**src/rtl/rsb_unit.sv**
```systemverilog
module rsb_unit #(
  parameter int DW = 8
) (
  input  logic [7:0]    op_code,
  input  logic          acc_mode,
  input  logic [DW-1:0] din,
  input  logic [3:0]    flags_in,
  output logic [DW-1:0] dout,
  output logic [3:0]    flags_out,
  output logic          wr_en,
  output logic [2:0]    opnd_sel,
  output logic          mem_op
);
  localparam int IW = $clog2(DW);
  localparam int HW = DW / 2;

  logic [1:0]    grp;
  logic [2:0]    kind;
  logic [IW-1:0] bidx;
  logic [DW-1:0] mask;
  logic [DW-1:0] res;
  logic          co;
  logic          cin;

  assign grp      = acc_mode ? 2'd0 : op_code[7:6];
  assign kind     = acc_mode ? {1'b0, op_code[4:3]} : op_code[5:3];
  assign bidx     = IW'(op_code[5:3]);
  assign mask     = {{(DW-1){1'b0}}, 1'b1} << bidx;
  assign cin      = flags_in[0];
  assign opnd_sel = acc_mode ? 3'd7 : op_code[2:0];
  assign mem_op   = (opnd_sel == 3'd6);

  always_comb begin
    case (kind)
      3'd0:    begin res = {din[DW-2:0], din[DW-1]};   co = din[DW-1]; end
      3'd1:    begin res = {din[0], din[DW-1:1]};      co = din[0];    end
      3'd2:    begin res = {din[DW-2:0], cin};         co = din[DW-1]; end
      3'd3:    begin res = {cin, din[DW-1:1]};         co = din[0];    end
      3'd4:    begin res = {din[DW-2:0], 1'b0};        co = din[DW-1]; end
      3'd5:    begin res = {din[DW-1], din[DW-1:1]};   co = din[0];    end
      3'd6:    begin res = {din[HW-1:0], din[DW-1:HW]}; co = 1'b0;     end
      default: begin res = {1'b0, din[DW-1:1]};        co = din[0];    end
    endcase
  end

  always_comb begin
    case (grp)
      2'd0: begin
        dout      = res;
        flags_out = {~acc_mode & (res == '0), 1'b0, 1'b0, co};
        wr_en     = 1'b1;
      end
      2'd1: begin
        dout      = din;
        flags_out = {~din[bidx], 1'b0, 1'b1, flags_in[0]};
        wr_en     = 1'b0;
      end
      2'd2: begin
        dout      = din & ~mask;
        flags_out = flags_in;
        wr_en     = 1'b1;
      end
      default: begin
        dout      = din | mask;
        flags_out = flags_in;
        wr_en     = 1'b1;
      end
    endcase
  end
endmodule

```
**config.mk**
```make
export PLATFORM = sky130hd
export DESIGN_NAME = rsb_unit
export DESIGN_NICKNAME = d
export VERILOG_FILES = /design/src/rtl/rsb_unit.sv
export SDC_FILE = /design/constraint.sdc
export NUM_CORES = 1
export LEC_CHECK = 0
export BUFFER_PORTS_ARGS = -buffer_cell sky130_fd_sc_hd__buf_2
export CORE_UTILIZATION = 30
export DETAILED_ROUTE_END_ITERATION = 6
export PLACE_DENSITY_LB_ADDON = 0.12
export SYNTH_ARGS = -nofsm -noshare
export SYNTH_HDL_FRONTEND = slang
export SYNTH_SLANG_ARGS = --single-unit
export TNS_END_PERCENT = 1
```
**constraint.sdc**
```tcl
create_clock -name vclk -period 1.6
set_input_delay 0.24 -clock vclk [all_inputs]
set_output_delay 0.24 -clock vclk [all_outputs]
set_load 0.005 [all_outputs]
```
# After elaboration in Yosys (flattened, before gate mapping)
# Cells that the tools add are included.
[word_totals] regBits=0 inputBits=21 output_inout_bits=17 elab_cells=31
[classes] n_lt_le_gt_ge=1 eq_ne=9 n_shift=1 n_mux=10 n_bitwise=6 n_reduce_logical=4
[ops] cell="$pmux W8 S7" n=1
[ops] cell="$pmux W8 S3" n=1
[ops] cell="$eq A3 B3 Y1 const B" n=4
[ops] cell="$and A8 B8 Y8" n=1
[ops] cell="$logic_not A8 Y1" n=1
[ops] cell="$not A8 Y8" n=1
[ops] cell="$or A8 B8 Y8" n=1
[ops] cell="$pmux W4 S2" n=1
[ops] cell="$shl A1 B3 Y8 const A" n=1
[ops] cell="$eq A3 B2 Y1 const B" n=2
[ops] cell="$mux W3" n=2
[ops] cell="$lt A3 B4 Y1 const B" n=1
[ops] cell="$bmux W1 S3" n=1
[ops] cell="$eq A3 B1 Y1 const B" n=1
[ops] cell="$logic_not A3 Y1" n=1
[ops] cell="$reduce_or A3 Y1" n=1
[ops] cell="$eq A2 B1 Y1 const B" n=1
[ops] cell="$eq A2 B2 Y1 const B" n=1
[ops] cell="$logic_not A2 Y1" n=1
[ops] cell="$mux W1" n=2
[ops] cell="$mux W2" n=1
[ops] cell="$not A1 Y1" n=2
[ops] cell="$pmux W1 S2" n=1
[ops] cell="$and A1 B1 Y1" n=1

# Depth between registers and ports, before layout
# Gate-level depths: netlist of run 1.
[depth] ltp_word=6 ltp_mapped=6 ltp_nobuf=4

# Least setup slack after synthesis of run 1
# No wires, ideal clock.
[synth_path] path_type="input -> output" from="in din[2]" to="out flags_out[3]" arrival_ns=1.320 required_time_ns=1.360 slack_ns=0.040 path_stages=5 path_buffers=1 cell_sequence="buf_6 > or4b_1 > o21ai_1 > nand4_1 > o41ai_2"
[synth_between] elab_chain_len=4 elab_cells_between_ends=7 cone_classes="4 x mux; 2 x bitwise; 1 x reduce/logical"
[synth_rtl] item="start, declared" line_no="6" rtl="input logic [DW-1:0] din,"
[synth_rtl] item="$pmux W8 S7 / $bmux W1 S3 (equally long branches)" line_no="34, 55"
[synth_rtl] item="$logic_not A8 Y1 / $mux W1 (equally long branches)" line_no="50, 55"
[synth_rtl] item="$and A1 B1 Y1 / $not A1 Y1 (equally long branches)" line_no="50, 55"
[synth_rtl] item="$pmux W4 S2 (*)" line_no="47" rtl="case (grp)"
[synth_rtl] item="end, declared" line_no="9" rtl="output logic [3:0] flags_out,"
# Every way passes the cells marked *; elsewhere a longest branch is shown, timed or not. The select of a mux whose other input is x is not followed.

# Final worst setup path of run 1
[layout_path] from="in din[7]" to="out flags_out[3]"
# The elaborated chain is that of the path after synthesis.

==> metrics.csv, run 1 <==
metric,value,unit
status,finished with violations,
failing checks,negative setup slack,
Synth area leader,mux2_2,
Final Util,51.9,%
global placement routability congestion,0.858,
width of the die,55.6,um
Clk pwr share,0,%
number of cell rows,19,
vias in the first global route,1093,
Comb pwr share,100.0,%
crit-path max FO,3,
DP HPWL,2.48,mm
Final nets,207,
first-pass GRT wire length,5.09,mm
MaxCap Viol Count,0,
synth top area cells,"mux2_2, a22oi_1, buf_6",
Yosys top cell area share,10.4,%
routed wire length,3.28,mm
number of antenna repair diodes,0,
Core ar.,2730,um^2
Worst Slack Setup Final,-0.268,ns
WP buf/inv,3,
Storage cell area,0,um^2
Final Max Slew Viols,0,
syn avg cell area,7.31,um^2
WP data arrival,1.63,ns
grt ovf,0,
initial antenna violation count,0,
"Distinct cells, synth",41,
Sw Ratio,45.6,%
starting density of the core,31.5,%
"Seq/Total Area, Yosys",0,%
Fin Setup TNS,-0.921,ns
crit-path leading delay family,compound AO/OA/AOI/OAI gates,
Slowest Stage Delay on Critical Path,0.32,ns
drt first pass iters,4,
cell internal pwr,0.217,mW
die span in y,55.6,um
P_sw,0.182,mW
largest net degree at the start of global routing,18,
Slew @ Worst Pin,0.308,ns
crit end category,primary output,
RSZ-0062 raised after global routing,true,
FMAX,535,MHz
placed inst area,1260,um^2
Seq cells,0,
YS warnings,0,
pre-CTS setup slack,-0.242,ns
"slowest stage cell, crit path",o41ai_2,
Clock Buffer Count,0,
port buffer count,38,
vias per cell,5.51,
Total GRT Usage,19.9,%
post-synthesis net count,139,
element type at the critical path start,primary input,
"commonest non-fill, non-tap cells in the layout","buf_4, buf_2, nand2_1, nor2_1, mux2_2",
IO Pins,38,
final hold vios,0,
placed insts,211,
peak supply drop,0.150,mV
Final Setup Violations,8,
Leak Pwr,0.677,nW
register share of total power,0,%
PnR Total Power,0.399,mW
synthesized area,862,um^2
Slew HR,79.3,%
Layout area overhead,64.4,%
CP cell instances,"buf_8, buf_6, mux2_4, a221oi_4, o32ai_2, o41ai_2, buf_2",
"commonest non-fill, non-tap cell in the layout",buf_4,
quantity of hold-fixing buffers added after cts,0,
PwrDens,281,nW/um^2
number of nets still failing antenna checks after routing,0,
DR DRC count,0,
Hold WS,0.741,ns
cells after synthesis,118,
share of cells above drive strength 1,61.4,%
critical path class,primary input to primary output,
class of the worst hold path,primary input to primary output,
post-layout min period,1.87,ns
CP required,1.36,ns
number of DRC markers in iteration 0,66,
die area,3090,um^2
final instance area,1420,um^2
non-filler instance count after layout,215,
wire per inst,15.2,um
vias,1185,
final period utilization,117,%
[Yosys cell counts, types with 2 or more instances]
library cell and instances:
a21oi_1 3, a22oi_1 8, and3_1 2, and3b_1 2, buf_2 3, buf_4 3, buf_6 5, clkbuf_1 3
mux2_2 8, mux2i_1 4, nand2_1 15, nand2b_1 2, nand3_1 2, nand3b_1 3, nor2_1 9, nor3_1 3
nor3b_1 3, o21ai_0 6, o21ai_1 2, o22ai_1 2, o2bb2ai_1 4, o32ai_1 2, or2_2 4, or4_1 2
or4b_1 2
[layout make-up]
type	count	area (um^2)
fill	283	1320
multi-input combinational	102	833
timing repair buffer	81	542
tap	31	38.8
inverter	1	3.75
[power by group through the flow]
stage	Combinational, mW	Sequential (mW)	Clock (mW)
floorplan	0.189	0	0
global placement	0.345	0	0
detailed placement	0.347	0	0
CTS	0.365	0	0
global route	0.431	0	0
finish	0.399	0	0
[worst paths after layout]
| check | from | to | depth (start not counted) |
|---|---|---|---|
| setup / recovery | din[7] | flags_out[3] | 7 |
| hold / removal | op_code[1] | opnd_sel[1] | 3 |
[routing by layer]
layer | share of wire [%] | track usage, %
met5 | 0 | 0
met4 | 0 | 2.14
met1 | 45 | 26.3
met3 | 3.9 | 0.465
met2 | 51 | 37.0
[logic make-up (layout without fill, tap and decap cells)]
family | count (synthesis) | in the layout | synth area share, %
compound gates | 33 | 33 | 28.4
simple gates | 54 | 54 | 35.3
mux | 15 | 15 | 22.1
buf+inv | 16 | 82 | 14.2
[timing repair]
action | CTS | global route
gates resized for setup | 14 | 15
cloned | 0 | 0
setup buffers | 1 | 3
pin swaps | 6 | 7
setup endpoints to repair | 8 | 9
(Power assumes the default switching activity.)
==> inputs of run 2 (changes only) <==
- SKIP_LAST_GASP: default -> 1
==> metrics.csv, run 2 (synthesis gave the netlist of run 1 again) <==
metric,value,unit
status,finished with violations,
failing checks,negative setup slack,
vias in the first global route,1081,
Final Setup Violations,8,
Layout area overhead,56.2,%
Hold WS,0.741,ns
global placement routability congestion,0.858,
width of the die,55.6,um
RSZ-0062 raised after global routing,true,
starting density of the core,31.5,%
drt first pass iters,4,
FMAX,536,MHz
number of cell rows,19,
crit-path max FO,9,
DP HPWL,2.48,mm
vias,1155,
Slew HR,76.7,%
DR DRC count,0,
Final nets,206,
cell internal pwr,0.204,mW
CP required,1.36,ns
Final Util,49.2,%
"commonest non-fill, non-tap cell in the layout",buf_4,
port buffer count,38,
IO Pins,38,
post-layout min period,1.87,ns
WP data arrival,1.63,ns
number of antenna repair diodes,0,
Final Max Slew Viols,0,
quantity of hold-fixing buffers added after cts,0,
"slowest stage cell, crit path",a221oi_4,
number of nets still failing antenna checks after routing,0,
final hold vios,0,
Worst Slack Setup Final,-0.266,ns
wire per inst,14.4,um
register share of total power,0,%
PwrDens,277,nW/um^2
Comb pwr share,100.0,%
CP cell instances,"buf_4, and3b_2, a221oi_4, o32ai_2, o41ai_2, buf_2",
crit end category,primary output,
number of DRC markers in iteration 0,43,
critical path class,primary input to primary output,
class of the worst hold path,primary input to primary output,
initial antenna violation count,0,
routed wire length,3.09,mm
first-pass GRT wire length,5.04,mm
non-filler instance count after layout,214,
vias per cell,5.40,
final instance area,1350,um^2
die area,3090,um^2
Clock Buffer Count,0,
P_sw,0.169,mW
Storage cell area,0,um^2
peak supply drop,0.140,mV
share of cells above drive strength 1,55.7,%
element type at the critical path start,primary input,
PnR Total Power,0.373,mW
die span in y,55.6,um
"commonest non-fill, non-tap cells in the layout","buf_4, buf_2, nand2_1, nor2_1",
Total GRT Usage,19.7,%
placed insts,211,
Core ar.,2730,um^2
Leak Pwr,0.658,nW
Seq cells,0,
final period utilization,117,%
Sw Ratio,45.4,%
MaxCap Viol Count,0,
placed inst area,1260,um^2
Slew @ Worst Pin,0.349,ns
Slowest Stage Delay on Critical Path,0.34,ns
largest net degree at the start of global routing,18,
grt ovf,0,
Clk pwr share,0,%
[run 2: power by group through the flow]
stage	logic [mW]	registers, mW	clock network, mW
after global placement	0.345	0	0
final	0.373	0	0
after floorplan	0.189	0	0
after global routing	0.406	0	0
after detailed placement	0.347	0	0
after CTS	0.352	0	0
[run 2: critical path: cells and delay by family]
kind | cells | cell delay (ns)
and+or+nand+nor | 1 | 0.26
AOI/OAI and AO/OA | 3 | 0.81
buffers and inverters | 2 | 0.32
[run 2: layer usage]
metal  global-route usage, %  routed length [um]
met1                    26.6                1370
met2                    36.1                1540
met3                   0.233                 149
met4                    2.50                  35
met5                       0                   0
[run 2: final cells by class]
type / count / area [um^2]
Inverter: 1 / 3.75
Timing Repair Buffer: 80 / 528
Multi-Input combinational cell: 102 / 776
Fill cell: 289 / 1390
Tap cell: 31 / 38.8
[run 2: final timing paths]
kind	slack (ns)	cells after the start	to	start
setup / recovery	-0.27	6	flags_out[3]	op_code[4]
hold / removal	0.74	3	opnd_sel[1]	op_code[1]
[run 2: repair_timing]
item,CTS,global route
resized for setup,2,13
pin swaps,1,4
buffers inserted,1,2
setup endpoints to repair,8,9
endpoints found under the hold margin,0,0
[run 2: through the flow]
step / setup slack (ns) / setup TNS [ns]
detailed placement: -0.242 / -1.33
global placement: -0.271 / -1.36
global route: -0.304 / -1.94
floorplan: 0.0400 / 0
finish: -0.266 / -1.21
CTS: -0.235 / -1.27
==> inputs of run 3 (changes only) <==
- ABC_AREA: default -> 1
- CORE_UTILIZATION: 30 -> 40
- GPL_ROUTABILITY_DRIVEN: default -> 0
==> metrics.csv, run 3 <==
metric,value,unit
P_sw,0.189,mW
RSZ-0062 raised after global routing,true,
element type at the critical path start,primary input,
share of cells above drive strength 1,40.2,%
vias,1320,
pre-CTS setup slack,-0.0407,ns
"Seq/Total Area, Yosys",0,%
first-pass GRT wire length,4.53,mm
vias in the first global route,1026,
cell internal pwr,0.141,mW
FMAX,628,MHz
WP data arrival,1.35,ns
DP HPWL,2.28,mm
commonest cells in the netlist,"nand2_1, nand3_1, o21ai_0",
Final Util,66.4,%
PnR Total Power,0.330,mW
Layout area overhead,53.7,%
placed insts,236,
DR DRC count,0,
port buffer count,38,
crit-path max FO,6,
die span in y,45.6,um
Core ar.,1760,um^2
most frequent cell after synthesis,nand2_1,
# fillers,187,
Synth area leader,nand2_1,
final period utilization,99.6,%
number of cell rows,15,
Clk pwr share,0,%
Worst Hold Launch,op_code[0],
"slowest stage cell, crit path",nor2_4,
synth top area cells,"nand2_1, nand3_1, o21ai_0",
placed inst area,1060,um^2
register share of total power,0,%
number of antenna repair diodes,0,
Final Setup Violations,0,
post-layout min period,1.59,ns
syn avg cell area,4.67,um^2
vias per cell,5.52,
Seq cells,0,
number of DRC markers in iteration 0,109,
wire per inst,12.9,um
crit end category,primary output,
die area,2080,um^2
status,finished clean,
"commonest non-fill, non-tap cells in the layout","nand2_1, buf_2, o21ai_0, nand3_1",
routed wire length,3.07,mm
critical path class,primary input to primary output,
Slowest Stage Delay on Critical Path,0.19,ns
CP required,1.36,ns
"Distinct cells, synth",19,
CP dominant cell by count,nand3_1,
largest net degree at the start of global routing,13,
Final Max Slew Viols,0,
Sw Ratio,57.3,%
final hold vios,0,
Slew HR,83.6,%
Leak Pwr,0.659,nW
"commonest non-fill, non-tap cell in the layout",nand2_1,
peak supply drop,0.165,mV
final instance area,1170,um^2
width of the die,45.6,um
cells after synthesis,163,
Clock Buffer Count,0,
initial antenna violation count,0,
Worst Slack Setup Final,0.00658,ns
synthesized area,762,um^2
IO Pins,38,
CP cell instances,"clkbuf_4, inv_2, nor2_4, nand2_2, buf_4, nand2_1, o21ai_0, nand3_1, nand3_1, buf_2",
post-synthesis net count,184,
class of the worst hold path,primary input to primary output,
Slew @ Worst Pin,0.244,ns
Comb pwr share,100.0,%
drt first pass iters,5,
Total GRT Usage,29.0,%
PwrDens,281,nW/um^2
number of nets still failing antenna checks after routing,0,
Worst Hold End,opnd_sel[0],
Storage cell area,0,um^2
WP buf/inv,4,
crit-path leading delay family,simple AND/OR/NAND/NOR gates,
Yosys top cell area share,24.1,%
non-filler instance count after layout,239,
grt ovf,0,
YS warnings,0,
Final nets,237,
Min-Delay Path Depth,3,
starting density of the core,43.2,%
MaxCap Viol Count,0,
## run 3: changes by cell type after synthesis, moves of 4 or more
| cell | delta |
|---|---|
| buf_6 | -4 |
| o2bb2ai_1 | -4 |
| o21ai_0 | +19 |
| mux2_2 | -8 |
| inv_1 | +15 |
| nand2_1 | +34 |
| nor2_1 | +13 |
| nand3_1 | +25 |
| mux2i_1 | -4 |
| a22oi_1 | -8 |
## run 3: how the worst max path moves through the flow
stage / start / endpoint / slack (ns) / cells past startpoint
final: op_code[4] / flags_out[3] / 0.007 / 10
after global placement: op_code[3] / flags_out[3] / -0.01 / 12
after floorplan: op_code[5] / flags_out[3] / 0.27 / 10
after CTS: op_code[3] / flags_out[3] / 0.02 / 12
after detailed placement: op_code[3] / flags_out[3] / -0.04 / 12
after global routing: op_code[4] / flags_out[3] / -0.06 / 10
## run 3: power by group through the flow
stage	sequential (mW)	clock [mW]	combinational, mW
4_1_cts	0	0	0.291
6_report	0	0	0.330
3_3_place_gp	0	0	0.285
2_1_floorplan	0	0	0.158
3_5_place_dp	0	0	0.288
5_1_grt	0	0	0.363
## run 3: area by class of cell
| cell class | instances | area (um^2) | area share, % |
|---|---|---|---|
| well taps | 25 | 31.3 | 2.67 |
| repair buffers | 56 | 337 | 28.7 |
| inverters | 19 | 78.8 | 6.73 |
| multi-input cells | 139 | 724 | 61.9 |
## run 3: repair_timing
item / CTS / global route
endpoints found under the setup margin: 2 / 9
hold buffers: 0 / 0
pin swaps: 0 / 5
gates resized for setup: 2 / 30
hold endpoints to repair: 0 / 0
setup buffers: 0 / 3
## run 3: layer usage
layer	global-route usage (%)	part of all wire, %	up-vias
li1	-	-	638
met1	40.5	36	588
met5	0	0	-
met2	48.9	49	88
met4	4.24	1.7	0
met3	2.38	13	6
## run 3: through the flow
step / setup TNS (ns) / hold WS [ns]
detailed placement: -0.0422 / 0.742
CTS: 0 / 0.743
floorplan: 0 / 0.551
finish: 0 / 0.745
global placement: -0.0112 / 0.731
global route: -0.0885 / 0.766
## run 3: cells by family (layout without fill, tap and decap cells)
group,Yosys count,count (layout),share of synthesized area [%]
and+or+nand+nor,109,109,65.2
AOI/OAI and AO/OA,30,30,20.5
buffers and inverters,24,75,14.3
